`src/rtl/gfm_pkg.sv`:
```
package gfm_pkg;

  localparam int unsigned WIDE_W   = 16;
  localparam int unsigned NARROW_W = 14;

  // low-order coefficients of the field polynomials (leading term implied)
  localparam logic [WIDE_W-1:0]   WIDE_POLY_LOW   = 16'h002D; // x^5+x^3+x^2+1
  localparam logic [NARROW_W-1:0] NARROW_POLY_LOW = 14'h002B; // x^5+x^3+x+1

  // strobes from control to datapath
  typedef struct packed {
    logic ldNarrow1;  // load stage-1 register of the narrow lane
    logic ldWide1;    // load stage-1 register of the wide lane
    logic ldNarrow2;  // load stage-2 register of the narrow lane
    logic ldWide2;    // load stage-2 register of the wide lane
    logic selWide;    // output mux picks the wide lane
    logic outEn;      // output carries a result
  } gfmStrobes_t;

endpackage

```
`src/rtl/gfm_lane.sv`:
```
module gfm_lane #(
  parameter int          W        = 16,
  parameter logic [W-1:0] POLY_LOW = 'h2D
) (
  input  logic         clk,
  input  logic         rstN,
  input  logic         ld1,
  input  logic         ld2,
  input  logic [W-1:0] a,
  input  logic [W-1:0] b,
  output logic [W-1:0] res
);

  localparam int PW    = 2 * W - 1;       // carry-less product width
  localparam int SPLIT = W + (W - 1) / 2; // degrees at or above this fold in stage 1

  // stage 1: carry-less multiply, then clear degrees PW-1 .. SPLIT
  function automatic logic [SPLIT-1:0] foldHigh(input logic [W-1:0] x, input logic [W-1:0] y);
    logic [PW-1:0] acc;
    acc = '0;
    for (int i = 0; i < W; i++) begin
      if (y[i]) acc ^= PW'(x) << i;
    end
    for (int d = PW - 1; d >= SPLIT; d--) begin
      if (acc[d]) acc ^= PW'({1'b1, POLY_LOW}) << (d - W);
    end
    return acc[SPLIT-1:0];
  endfunction

  // stage 2: clear degrees SPLIT-1 .. W
  function automatic logic [W-1:0] foldLow(input logic [SPLIT-1:0] x);
    logic [SPLIT-1:0] acc;
    acc = x;
    for (int d = SPLIT - 1; d >= W; d--) begin
      if (acc[d]) acc ^= SPLIT'({1'b1, POLY_LOW}) << (d - W);
    end
    return acc[W-1:0];
  endfunction

  logic [SPLIT-1:0] midQ;
  logic [SPLIT-1:0] midD;
  logic [W-1:0]     resD;

  always_comb midD = foldHigh(a, b);
  always_comb resD = foldLow(midQ);

  always_ff @(posedge clk or negedge rstN) begin
    if (!rstN)    midQ <= '0;
    else if (ld1) midQ <= midD;
  end

  always_ff @(posedge clk or negedge rstN) begin
    if (!rstN)    res <= '0;
    else if (ld2) res <= resD;
  end

endmodule

```
`src/rtl/gfm_ctrl.sv`:
```
module gfm_ctrl
  import gfm_pkg::*;
(
  input  logic        clk,
  input  logic        rstN,
  input  logic        validIn,
  input  logic        fieldSel,
  output gfmStrobes_t strobes,
  output logic        validOut
);

  logic valid1, wide1, valid2, wide2;

  always_ff @(posedge clk or negedge rstN) begin
    if (!rstN) begin
      valid1 <= 1'b0;
      wide1  <= 1'b0;
      valid2 <= 1'b0;
      wide2  <= 1'b0;
    end else begin
      valid1 <= validIn;
      wide1  <= fieldSel;
      valid2 <= valid1;
      wide2  <= wide1;
    end
  end

  // only the lane in use is clocked forward
  always_comb begin
    strobes.ldNarrow1 = validIn & ~fieldSel;
    strobes.ldWide1   = validIn &  fieldSel;
    strobes.ldNarrow2 = valid1  & ~wide1;
    strobes.ldWide2   = valid1  &  wide1;
    strobes.selWide   = wide2;
    strobes.outEn     = valid2;
  end

  assign validOut = valid2;

endmodule

```
`src/rtl/gfm_datapath.sv`:
```
module gfm_datapath
  import gfm_pkg::*;
#(
  parameter int                   WIDE_W      = gfm_pkg::WIDE_W,
  parameter int                   NARROW_W    = gfm_pkg::NARROW_W,
  parameter logic [WIDE_W-1:0]    WIDE_POLY   = gfm_pkg::WIDE_POLY_LOW,
  parameter logic [NARROW_W-1:0]  NARROW_POLY = gfm_pkg::NARROW_POLY_LOW
) (
  input  logic              clk,
  input  logic              rstN,
  input  gfmStrobes_t       strobes,
  input  logic [WIDE_W-1:0] opA,
  input  logic [WIDE_W-1:0] opB,
  output logic [WIDE_W-1:0] product
);

  localparam int PAD_W = WIDE_W - NARROW_W;

  logic [WIDE_W-1:0]   wideRes;
  logic [NARROW_W-1:0] narrowRes;

  gfm_lane #(.W(WIDE_W), .POLY_LOW(WIDE_POLY)) u_wide (
    .clk (clk),
    .rstN(rstN),
    .ld1 (strobes.ldWide1),
    .ld2 (strobes.ldWide2),
    .a   (opA),
    .b   (opB),
    .res (wideRes)
  );

  gfm_lane #(.W(NARROW_W), .POLY_LOW(NARROW_POLY)) u_narrow (
    .clk (clk),
    .rstN(rstN),
    .ld1 (strobes.ldNarrow1),
    .ld2 (strobes.ldNarrow2),
    .a   (opA[NARROW_W-1:0]),
    .b   (opB[NARROW_W-1:0]),
    .res (narrowRes)
  );

  always_comb begin
    if (!strobes.outEn)      product = '0;
    else if (strobes.selWide) product = wideRes;
    else                      product = {{PAD_W{1'b0}}, narrowRes};
  end

endmodule

```
`src/rtl/gf_dual_mul.sv`:
```
module gf_dual_mul
  import gfm_pkg::*;
#(
  parameter int                  WIDE_W      = gfm_pkg::WIDE_W,
  parameter int                  NARROW_W    = gfm_pkg::NARROW_W,
  parameter logic [WIDE_W-1:0]   WIDE_POLY   = gfm_pkg::WIDE_POLY_LOW,
  parameter logic [NARROW_W-1:0] NARROW_POLY = gfm_pkg::NARROW_POLY_LOW
) (
  input  logic              clk,
  input  logic              rstN,
  input  logic              validIn,
  input  logic              fieldSel,
  input  logic [WIDE_W-1:0] opA,
  input  logic [WIDE_W-1:0] opB,
  output logic              validOut,
  output logic [WIDE_W-1:0] product
);

  gfmStrobes_t strobes;

  gfm_ctrl u_ctrl (
    .clk     (clk),
    .rstN    (rstN),
    .validIn (validIn),
    .fieldSel(fieldSel),
    .strobes (strobes),
    .validOut(validOut)
  );

  gfm_datapath #(
    .WIDE_W     (WIDE_W),
    .NARROW_W   (NARROW_W),
    .WIDE_POLY  (WIDE_POLY),
    .NARROW_POLY(NARROW_POLY)
  ) u_dp (
    .clk    (clk),
    .rstN   (rstN),
    .strobes(strobes),
    .opA    (opA),
    .opB    (opB),
    .product(product)
  );

endmodule

```
`config.mk`:
```
export PLATFORM = sky130hd
export DESIGN_NAME = gf_dual_mul
export DESIGN_NICKNAME = d
export VERILOG_FILES = /design/src/rtl/gfm_pkg.sv /design/src/rtl/gfm_lane.sv /design/src/rtl/gfm_ctrl.sv /design/src/rtl/gfm_datapath.sv /design/src/rtl/gf_dual_mul.sv
export SDC_FILE = /design/constraint.sdc
export NUM_CORES = 1
export LEC_CHECK = 0
export CAP_MARGIN = 20
export CORE_ASPECT_RATIO = 1.1
export CORE_MARGIN = 3
export CORE_UTILIZATION = 37
export CTS_BUF_LIST = sky130_fd_sc_hd__clkbuf_8
export DETAILED_ROUTE_END_ITERATION = 10
export GPL_TIMING_DRIVEN = 0
export PLACE_DENSITY = 0.66
export SLEW_MARGIN = 20
export SYNTH_ARGS = -nofsm -noshare
export SYNTH_HDL_FRONTEND = slang
export SYNTH_SLANG_ARGS = --single-unit
```
`constraint.sdc`:
```
create_clock -name clk -period 2.2 [get_ports clk]
set_clock_uncertainty 0.1 [all_clocks]
set_input_delay 0.22 -clock clk [delete_from_list [all_inputs] [get_ports clk]]
set_output_delay 0.22 -clock clk [all_outputs]
set_load 0.01 [all_outputs]
```
==> run summary, run 1 <==
outcome: finished, final reports clean
fill cell count: 1,916
largest incremental delay on the critical path: 0.35 ns
remaining antenna violation count after routing: 0
crit-path max FO: 10
commonest non-fill, non-tap cell in the layout: nand2_1
pin count of the biggest net entering global routing: 46
H-tree levels: 3
cell repeated most along the worst path: xnor2_1
Tot Pwr: 7.50 mW
CP Capture Type: flop
unrepaired setup endpoints after global routing: false
DP Worst Slack: -0.441 ns
core area: 18,700 sq um
Yosys reg bits: 77
CTS tree: yes
Metal-1 WL: 8100 um
die height: 152 um
ys flop type: dfrtp_1
CP required: 2.34 ns
Worst-Margin Slew: 0.568 ns
vias in the first global route: 5,529
Reg-to-Reg Start: u_ctrl.wide1$_DFF_PN0_
total grt overflow: 0
final worst slack: 0.0944 ns
fin nets: 980
global placement routability congestion: 0.854
highest metal used: met4
total global routing track utilization: 0.170
initial drt markers: 315
Final Core Density: 0.424
setup TNS: 0 ns
slowest library cell on the worst path: buf_2
DR WL met3: 855 um
WL final: 18,100 um
Syn Nets: 948
root buffer cell: clkbuf_8
Starting Density: 0.384
worst setup path startpoint: opB[10]
ant diodes: 0
Hold Vio Cnt, Final: 0
EDFF count, synth: 0
fraction of layout cells with a size suffix above 1: 0.0791
Async SR Flop Fraction: 1.00
Setup CP Type: in -> reg
Hold WC Path Type: reg -> reg
Row Count: 52
Reg area: 1930 sq um
DR WL met2: 8790 um
Routed wire per std cell: 15.2 um
CTS Buffer Depth: 2
Post-Syn Area: 7200 sq um
TritonCTS buffer count: 9
crit path DAT: 2.24 ns
Ys Warns: 0
initial antenna violation count: 0
area leader, netlist: xnor2_1
Detail Placement HPWL: 13,600 um
PwrDens: 943 nW/um^2
sequential-to-total area share from yosys stat: 0.267
vias after detailed routing: 5,756
Post-route DRC: 0
DRT Pass-1 Iters: 5
Final min period: 2.11 ns
post-DR vias/cell: 4.83
final setup fails: 0
# port buffers: 20
maximum clock rate: 475 MHz
Synth top area share: 0.288
Synth area leaders: xnor2_1, dfrtp_1, nand2_1, xor2_1, o21ai_0
clock sink count: 77
Leak Pwr: 3.32 nW
Syn Area/Cell: 7.90 sq um
worst-skew pair later-pin latency: 0.34 ns
number of buffer and inverter stages on the critical path: 2
VDD IR max: 0.448 mV
Chip Width: 139 um
area of the multi-input gates: 4940 sq um
growth of design area from synthesis to finish: 10.3%
Final period util: 0.957
Reg clk slew, reported paths: 0.07 ns
I/O pin cnt: 53
max-cap violations: 0
Critical Path Source Type: input port
CP top delay family: XOR/XNOR gates
max-slew violations: 0
slew margin rel.: 0.621
most frequent cells in the layout: nand2_1, xnor2_1, dfrtp_1, xor2_1, o21ai_0
Netlist cell types: 26
Worst Hold Margin: 0.296 ns
first-pass GRT wire length: 29,300 um
Syn Inst Count: 912
Worst Hold Launch: u_ctrl.valid1$_DFF_PN0_
cell-by-cell trace of the critical path: clkbuf_1 -> buf_2 -> nand2_1 -> xor2_1 -> xnor2_1 -> xnor2_1 -> xnor2_2 -> xnor2_1 -> mux2_2
die area: 21,200 sq um
[sequential cells by signal (all words and copies together), names as in the netlist]
register and count:
u_ctrl.valid1 1, u_dp.u_narrow.midQ 20, u_ctrl.validOut 1, u_dp.u_wide.res 16, u_dp.u_wide.midQ 23, u_ctrl.wide2 1
u_ctrl.wide1 1, u_dp.u_narrow.res 14
[final timing paths]
path                                                      endpoint  slack, ns  cells past startpoint
worst min register to register           u_ctrl.validOut$_DFF_PN0_       0.30                      0
min in group asynchronous          u_dp.u_wide.res[12]$_DFFE_PN0P_       0.31                      2
max in group asynchronous        u_dp.u_narrow.midQ[5]$_DFFE_PN0P_       1.12                      3
worst min-delay path                     u_ctrl.validOut$_DFF_PN0_       0.30                      0
worst max-delay path            u_dp.u_narrow.midQ[14]$_DFFE_PN0P_       0.09                      9
worst max register to register    u_dp.u_narrow.res[1]$_DFFE_PN0P_       0.65                      5
[layout make-up]
class / instances / share of cell area
plain buffers: 80 / 0.0456
clock buffers: 12 / 0.0208
clock inverters: 3 / 0.00157
inverters: 1 / 0.000472
multi-input cells: 752 / 0.621
flip-flops and latches: 77 / 0.243
well taps: 243 / 0.0382
repair buffers: 23 / 0.0296
[synth_stat cells, types with 2 or more instances]
cell type	count
and3_1	2
buf_1	4
buf_2	20
buf_4	3
clkbuf_1	54
dfrtp_1	77
mux2_2	9
mux2i_1	14
nand2_1	322
nand2b_1	3
nor2_1	2
nor2b_1	14
o21ai_0	54
o21ai_1	12
xnor2_1	237
xnor2_2	4
xnor3_1	9
xnor3_2	3
xor2_1	62
[repair_timing]
action / in CTS / in global routing
hold endpoints to repair: 44 / 0
endpoints found under the setup margin: 17 / 15
hold buffers: 1 / 0
setup buffers: 1 / 0
gates cloned: 0 / 0
resized for setup: 7 / 19
[logic make-up after synthesis]
kind of cell | after synthesis | synth area share
AO/OA/AOI/OAI | 68 | 0.0476
XOR/XNOR | 316 | 0.414
buffers and inverters | 83 | 0.0493
flip-flops | 77 | 0.267
multiplexers | 23 | 0.0335
AND/OR/NAND/NOR | 345 | 0.188
[metal layers]
metal,GRT usage,up-vias
li1,-,2843
met1,0.225,2725
met2,0.294,164
met3,0.0138,24
met4,0.0559,0
met5,0,-
[where the power goes]
part	switching, mW	total [mW]	internal, mW
registers	0.430	2.41	1.98
logic	2.06	4.13	2.07
clock network	0.469	0.956	0.486
[stage by stage]
step | std cells | instance area (sq um)
floorplan | 912 | 7200
global placement | 1175 | 7710
detailed placement | 1176 | 7730
CTS | 1192 | 7930
global route | 1191 | 7950
finish | 1191 | 7950
No activity file was read; power rests on OpenSTA's default activity.
==> inputs of run 2 (changes only) <==
Settings changed: PLACE_DENSITY 0.66 to 0.61.
==> run 2 against run 1 <==
Clock power rose by 3.5%. Largest power group unchanged. Non-clock buffer count rose by 1. Total power rose by 0.11%. Setup slack got worse by 0.0051 ns. Via count fell by 2.3%. Sequential power barely moved.
==> run summary, run 2 (same netlist as run 1, synthesis figures left out) <==
outcome: finished, final reports clean
WL final: 18,300 um
most frequent cells in the layout: nand2_1, xnor2_1, dfrtp_1, xor2_1, o21ai_0
Final Core Density: 0.426
die height: 152 um
unrepaired setup endpoints after global routing: false
GRT busiest layer: met2
Chip Width: 139 um
flip-flop count of the largest register after layout: 23
remaining antenna violation count after routing: 0
slew margin rel.: 0.604
met2 GRT Util: 0.290
Top reg by flops: u_dp.u_wide.midQ
CTS tree: yes
global placement routability congestion: 0.849
Post-route DRC: 0
Worst-Margin Slew: 0.593 ns
CP Capture Type: flop
TritonCTS buffer count: 9
Final min period: 2.11 ns
VDD IR max: 0.577 mV
Final period util: 0.959
vias after detailed routing: 5,625
Leak Pwr: 3.35 nW
core area: 18,700 sq um
crit-path max FO: 10
Routed wire per std cell: 15.3 um
root buffer cell: clkbuf_8
clock sink count: 77
fraction of layout cells with a size suffix above 1: 0.0800
die area: 21,200 sq um
DRT Pass-1 Iters: 4
growth of design area from synthesis to finish: 10.8%
Reg area: 1930 sq um
Setup CP Type: in -> reg
CP required: 2.31 ns
total global routing track utilization: 0.173
maximum clock rate: 474 MHz
fill cell count: 1,938
final worst slack: 0.0893 ns
Critical Path Source Type: input port
max-slew violations: 0
Reg clk slew, reported paths: 0.07 ns
initial antenna violation count: 0
commonest non-fill, non-tap cell in the layout: nand2_1
Detail Placement HPWL: 13,700 um
initial drt markers: 288
area of the multi-input gates: 4940 sq um
H-tree levels: 3
max-cap violations: 0
PwrDens: 940 nW/um^2
post-DR vias/cell: 4.72
Hold Vio Cnt, Final: 0
Hold WC Path Type: in -> async
first-pass GRT wire length: 29,700 um
fin nets: 981
final setup fails: 0
I/O pin cnt: 53
Starting Density: 0.384
ant diodes: 0
vias in the first global route: 5,493
largest registers: u_dp.u_wide.midQ x23, u_dp.u_narrow.midQ x20, u_dp.u_wide.res x16
DP Worst Slack: -0.502 ns
GRT met3 Usage: 0.0198
crit path DAT: 2.22 ns
Row Count: 52
total grt overflow: 0
Reg2Reg Depth: 5
CTS Buffer Depth: 2
GR Util met1: 0.232
worst-skew pair later-pin latency: 0.34 ns
# port buffers: 20
pin count of the biggest net entering global routing: 54
## run 2: path summary, 6_finish.rpt
kind | start | slack [ns] | end
setup / recovery | opB[9] | 0.09 | u_dp.u_wide.midQ[16]$_DFFE_PN0P_
hold / removal | rstN | 0.23 | u_dp.u_narrow.midQ[12]$_DFFE_PN0P_
setup reg to reg | u_ctrl.valid1$_DFF_PN0_ | 0.65 | u_dp.u_narrow.res[4]$_DFFE_PN0P_
hold reg to reg | u_ctrl.wide1$_DFF_PN0_ | 0.29 | u_ctrl.wide2$_DFF_PN0_
max in group asynchronous | rstN | 1.19 | u_dp.u_narrow.midQ[1]$_DFFE_PN0P_
min in group clk | u_ctrl.wide1$_DFF_PN0_ | 0.29 | u_ctrl.wide2$_DFF_PN0_
## run 2: worst max-delay path, cell delays in order
cell and delay (ns):
buf_2 0.16, clkbuf_1 0.49, nand2_1 0.14, xnor2_1 0.19, xnor2_1 0.16, xnor2_1 0.10, xnor2_1 0.46, xor2_1 0.21
o21ai_0 0.09
## run 2: routing by layer
metal	routed length [um]	up-vias	share of wire
met5	0	-	0
met4	433	0	0.024
met3	739	28	0.040
met2	8800	126	0.48
met1	8320	2621	0.45
li1	-	2850	-
## run 2: stage by stage
stage | power, mW | std cells | hold slack, ns | setup TNS, ns | cell area [sq um]
after detailed placement | 6.55 | 1176 | 0.0543 | -8.63 | 7730
after floorplan | 5.54 | 912 | -0.176 | 0 | 7200
after CTS | 7.56 | 1192 | 0.217 | 0 | 7950
final | 7.50 | 1193 | 0.228 | 0 | 7980
after global placement | 6.48 | 1175 | 0.277 | -149.55 | 7710
after global routing | 8.13 | 1193 | 0.236 | 0 | 7980
## run 2: report_power, final
group          internal [mW]  switching [mW]
Clock                  0.522           0.467
Combinational           2.06            2.05
Sequential              1.98           0.423
## run 2: layout make-up
type,instances,area share
clock buffer,13,0.0224
timing repair buffer,23,0.0303
buffer,81,0.0472
inverter,1,0.000470
sequential,77,0.242
clock inverter,3,0.00141
tap,243,0.0381
multi-input combinational,752,0.619
## run 2: repair_timing
item                                    CTS  global route
gates cloned                              0             0
endpoints found under the setup margin   17            25
hold buffers                              1             0
gates resized for setup                   9            22
setup buffers                             0             1
hold endpoints to repair                 24             0
==> inputs of run 3 (changes only) <==
Settings changed: CORE_UTILIZATION 37 to 50, PLACE_DENSITY 0.61 to 0.76.
==> run 3 against run 2 <==
Maximum frequency decreased by 0.54%. Via count increased by 3.7%. Register-to-register slack got worse by 0.02 ns. Non-clock buffer count unchanged. Critical path type unchanged. Largest cell class unchanged. Largest power group unchanged.
==> run summary, run 3 (same netlist as run 1, synthesis figures left out) <==
outcome: finished, final reports clean
Detail Placement HPWL: 13,000 um
max-cap violations: 0
WL final: 17,300 um
setup TNS: 0 ns
first-pass GRT wire length: 28,900 um
growth of design area from synthesis to finish: 9.76%
DRT Pass-1 Iters: 5
worst-skew pair later-pin latency: 0.34 ns
CTS Buffer Depth: 2
commonest non-fill, non-tap cell in the layout: nand2_1
met2 GRT Util: 0.380
max-slew violations: 0
Worst-Margin Slew: 0.580 ns
Design Area, Final: 7910 sq um
CP top delay family: XOR/XNOR gates
flip-flop count of the largest register after layout: 23
cell repeated most along the worst path: xnor2_1
Worst Hold Margin: 0.178 ns
global placement routability congestion: 0.912
die area: 15,900 sq um
core area: 14,000 sq um
r2r endpoint: u_dp.u_narrow.res[8]$_DFFE_PN0P_
Final period util: 0.965
VDD IR max: 0.352 mV
largest incremental delay on the critical path: 0.47 ns
Critical Path Source Type: input port
Hold WC Path Type: in -> async
Starting Density: 0.516
CTS tree: yes
total grt overflow: 0
post-DR vias/cell: 5.13
maximum clock rate: 471 MHz
largest registers: u_dp.u_wide.midQ x23, u_dp.u_narrow.midQ x20, u_dp.u_wide.res x16
fin nets: 981
GRT met3 Usage: 0.0223
DP Worst Slack: -0.353 ns
Final min period: 2.12 ns
vias in the first global route: 5,766
initial antenna violation count: 0
Final Core Density: 0.566
crit-path max FO: 10
GR Util met1: 0.291
Post-route DRC: 0
Area after DPL: 7660 sq um
ant diodes: 0
pin count of the biggest net entering global routing: 62
Leak Pwr: 3.33 nW
slowest library cell on the worst path: clkbuf_1
slew margin rel.: 0.611
TritonCTS buffer count: 9
GRT busiest layer: met2
Reg2Reg Depth: 5
Reg2Reg Setup Slack: 0.63 ns
root buffer cell: clkbuf_8
Setup CP Type: in -> reg
most frequent cells in the layout: nand2_1, xnor2_1, dfrtp_1, xor2_1, o21ai_0
Hold Vio Cnt, Final: 0
unrepaired setup endpoints after global routing: false
Routed wire per std cell: 15.2 um
final worst slack: 0.0780 ns
# port buffers: 20
remaining antenna violation count after routing: 0
total global routing track utilization: 0.223
Reg clk slew, reported paths: 0.07 ns
clock sink count: 77
Reg-to-Reg Start: u_ctrl.valid1$_DFF_PN0_
cell-by-cell trace of the critical path: clkbuf_1 -> clkbuf_1 -> nand2_1 -> xnor2_1 -> xnor2_1 -> xnor2_1 -> xnor2_1 -> xnor2_1 -> o21ai_0
initial drt markers: 463
CP Capture Type: flop
fraction of layout cells with a size suffix above 1: 0.0801
H-tree levels: 3
Chip Width: 120 um
number of buffer and inverter stages on the critical path: 2
CP required: 2.32 ns
Row Count: 45
vias after detailed routing: 5,832
PwrDens: 953 nW/um^2
final setup fails: 0
die height: 132 um
I/O pin cnt: 53
crit path DAT: 2.24 ns
Top reg by flops: u_dp.u_wide.midQ
## run 3: cell count changes in the layout (fill, tap and decap cells not counted), moves of 2 or more
cell | before | now
clkbuf_8 | 14 | 11
inv_1 | 4 | 1
clkbuf_2 | 13 | 11
clkinv_2 | 0 | 2
## run 3: cell type report
class	count	area, sq um
buffer	81	365
tap	188	235
clock inverter	4	47.5
inverter	1	3.75
fill	1319	6060
timing repair buffer	23	245
clock buffer	11	151
multi-input combinational	752	4930
sequential	77	1930
## run 3: worst max-delay path by stage
| stage | from | to | slack, ns | depth (start not counted) |
|---|---|---|---|---|
| after detailed placement | opA[5] | u_dp.u_narrow.midQ[14]$_DFFE_PN0P_ | -0.35 | 8 |
| after global routing | opA[1] | u_dp.u_narrow.midQ[10]$_DFFE_PN0P_ | 0.0009 | 9 |
| after floorplan | opA[12] | u_dp.u_wide.midQ[12]$_DFFE_PN0P_ | 0.06 | 8 |
| final | opB[2] | u_dp.u_wide.midQ[8]$_DFFE_PN0P_ | 0.08 | 9 |
| after CTS | opA[5] | u_dp.u_narrow.midQ[14]$_DFFE_PN0P_ | 0.02 | 8 |
| after global placement | rstN | u_dp.u_narrow.midQ[1]$_DFFE_PN0P_ | -1.72 | 1 |
## run 3: worst register-to-register path: stages (launching register included)
cell      delay [ns]
dfrtp_1         0.39
nand2b_1        0.07
clkbuf_1        0.35
clkbuf_1        0.38
nand2_1         0.09
o21ai_0         0.09
## run 3: repair_timing
item | CTS | global route
gates resized for setup | 4 | 24
buffers inserted | 1 | 0
hold buffers | 1 | 0
endpoints found under the setup margin | 16 | 20
endpoints found under the hold margin | 77 | 0
## run 3: through the flow
step	instances	power [mW]
after floorplan	912	5.54
after global placement	1120	6.38
after detailed placement	1121	6.51
after CTS	1137	7.57
after global routing	1137	8.13
final	1137	7.54
## run 3: metal layers
layer  up-vias  routed length (um)
met4         0                 579
li1       2844                   -
met5         -                   0
met3        47                1180
met2       254                8410
met1      2687                7150
## run 3: report_power, final
group	switching (mW)	internal [mW]
combinational	2.02	2.06
sequential	0.423	1.98
clock	0.476	0.575
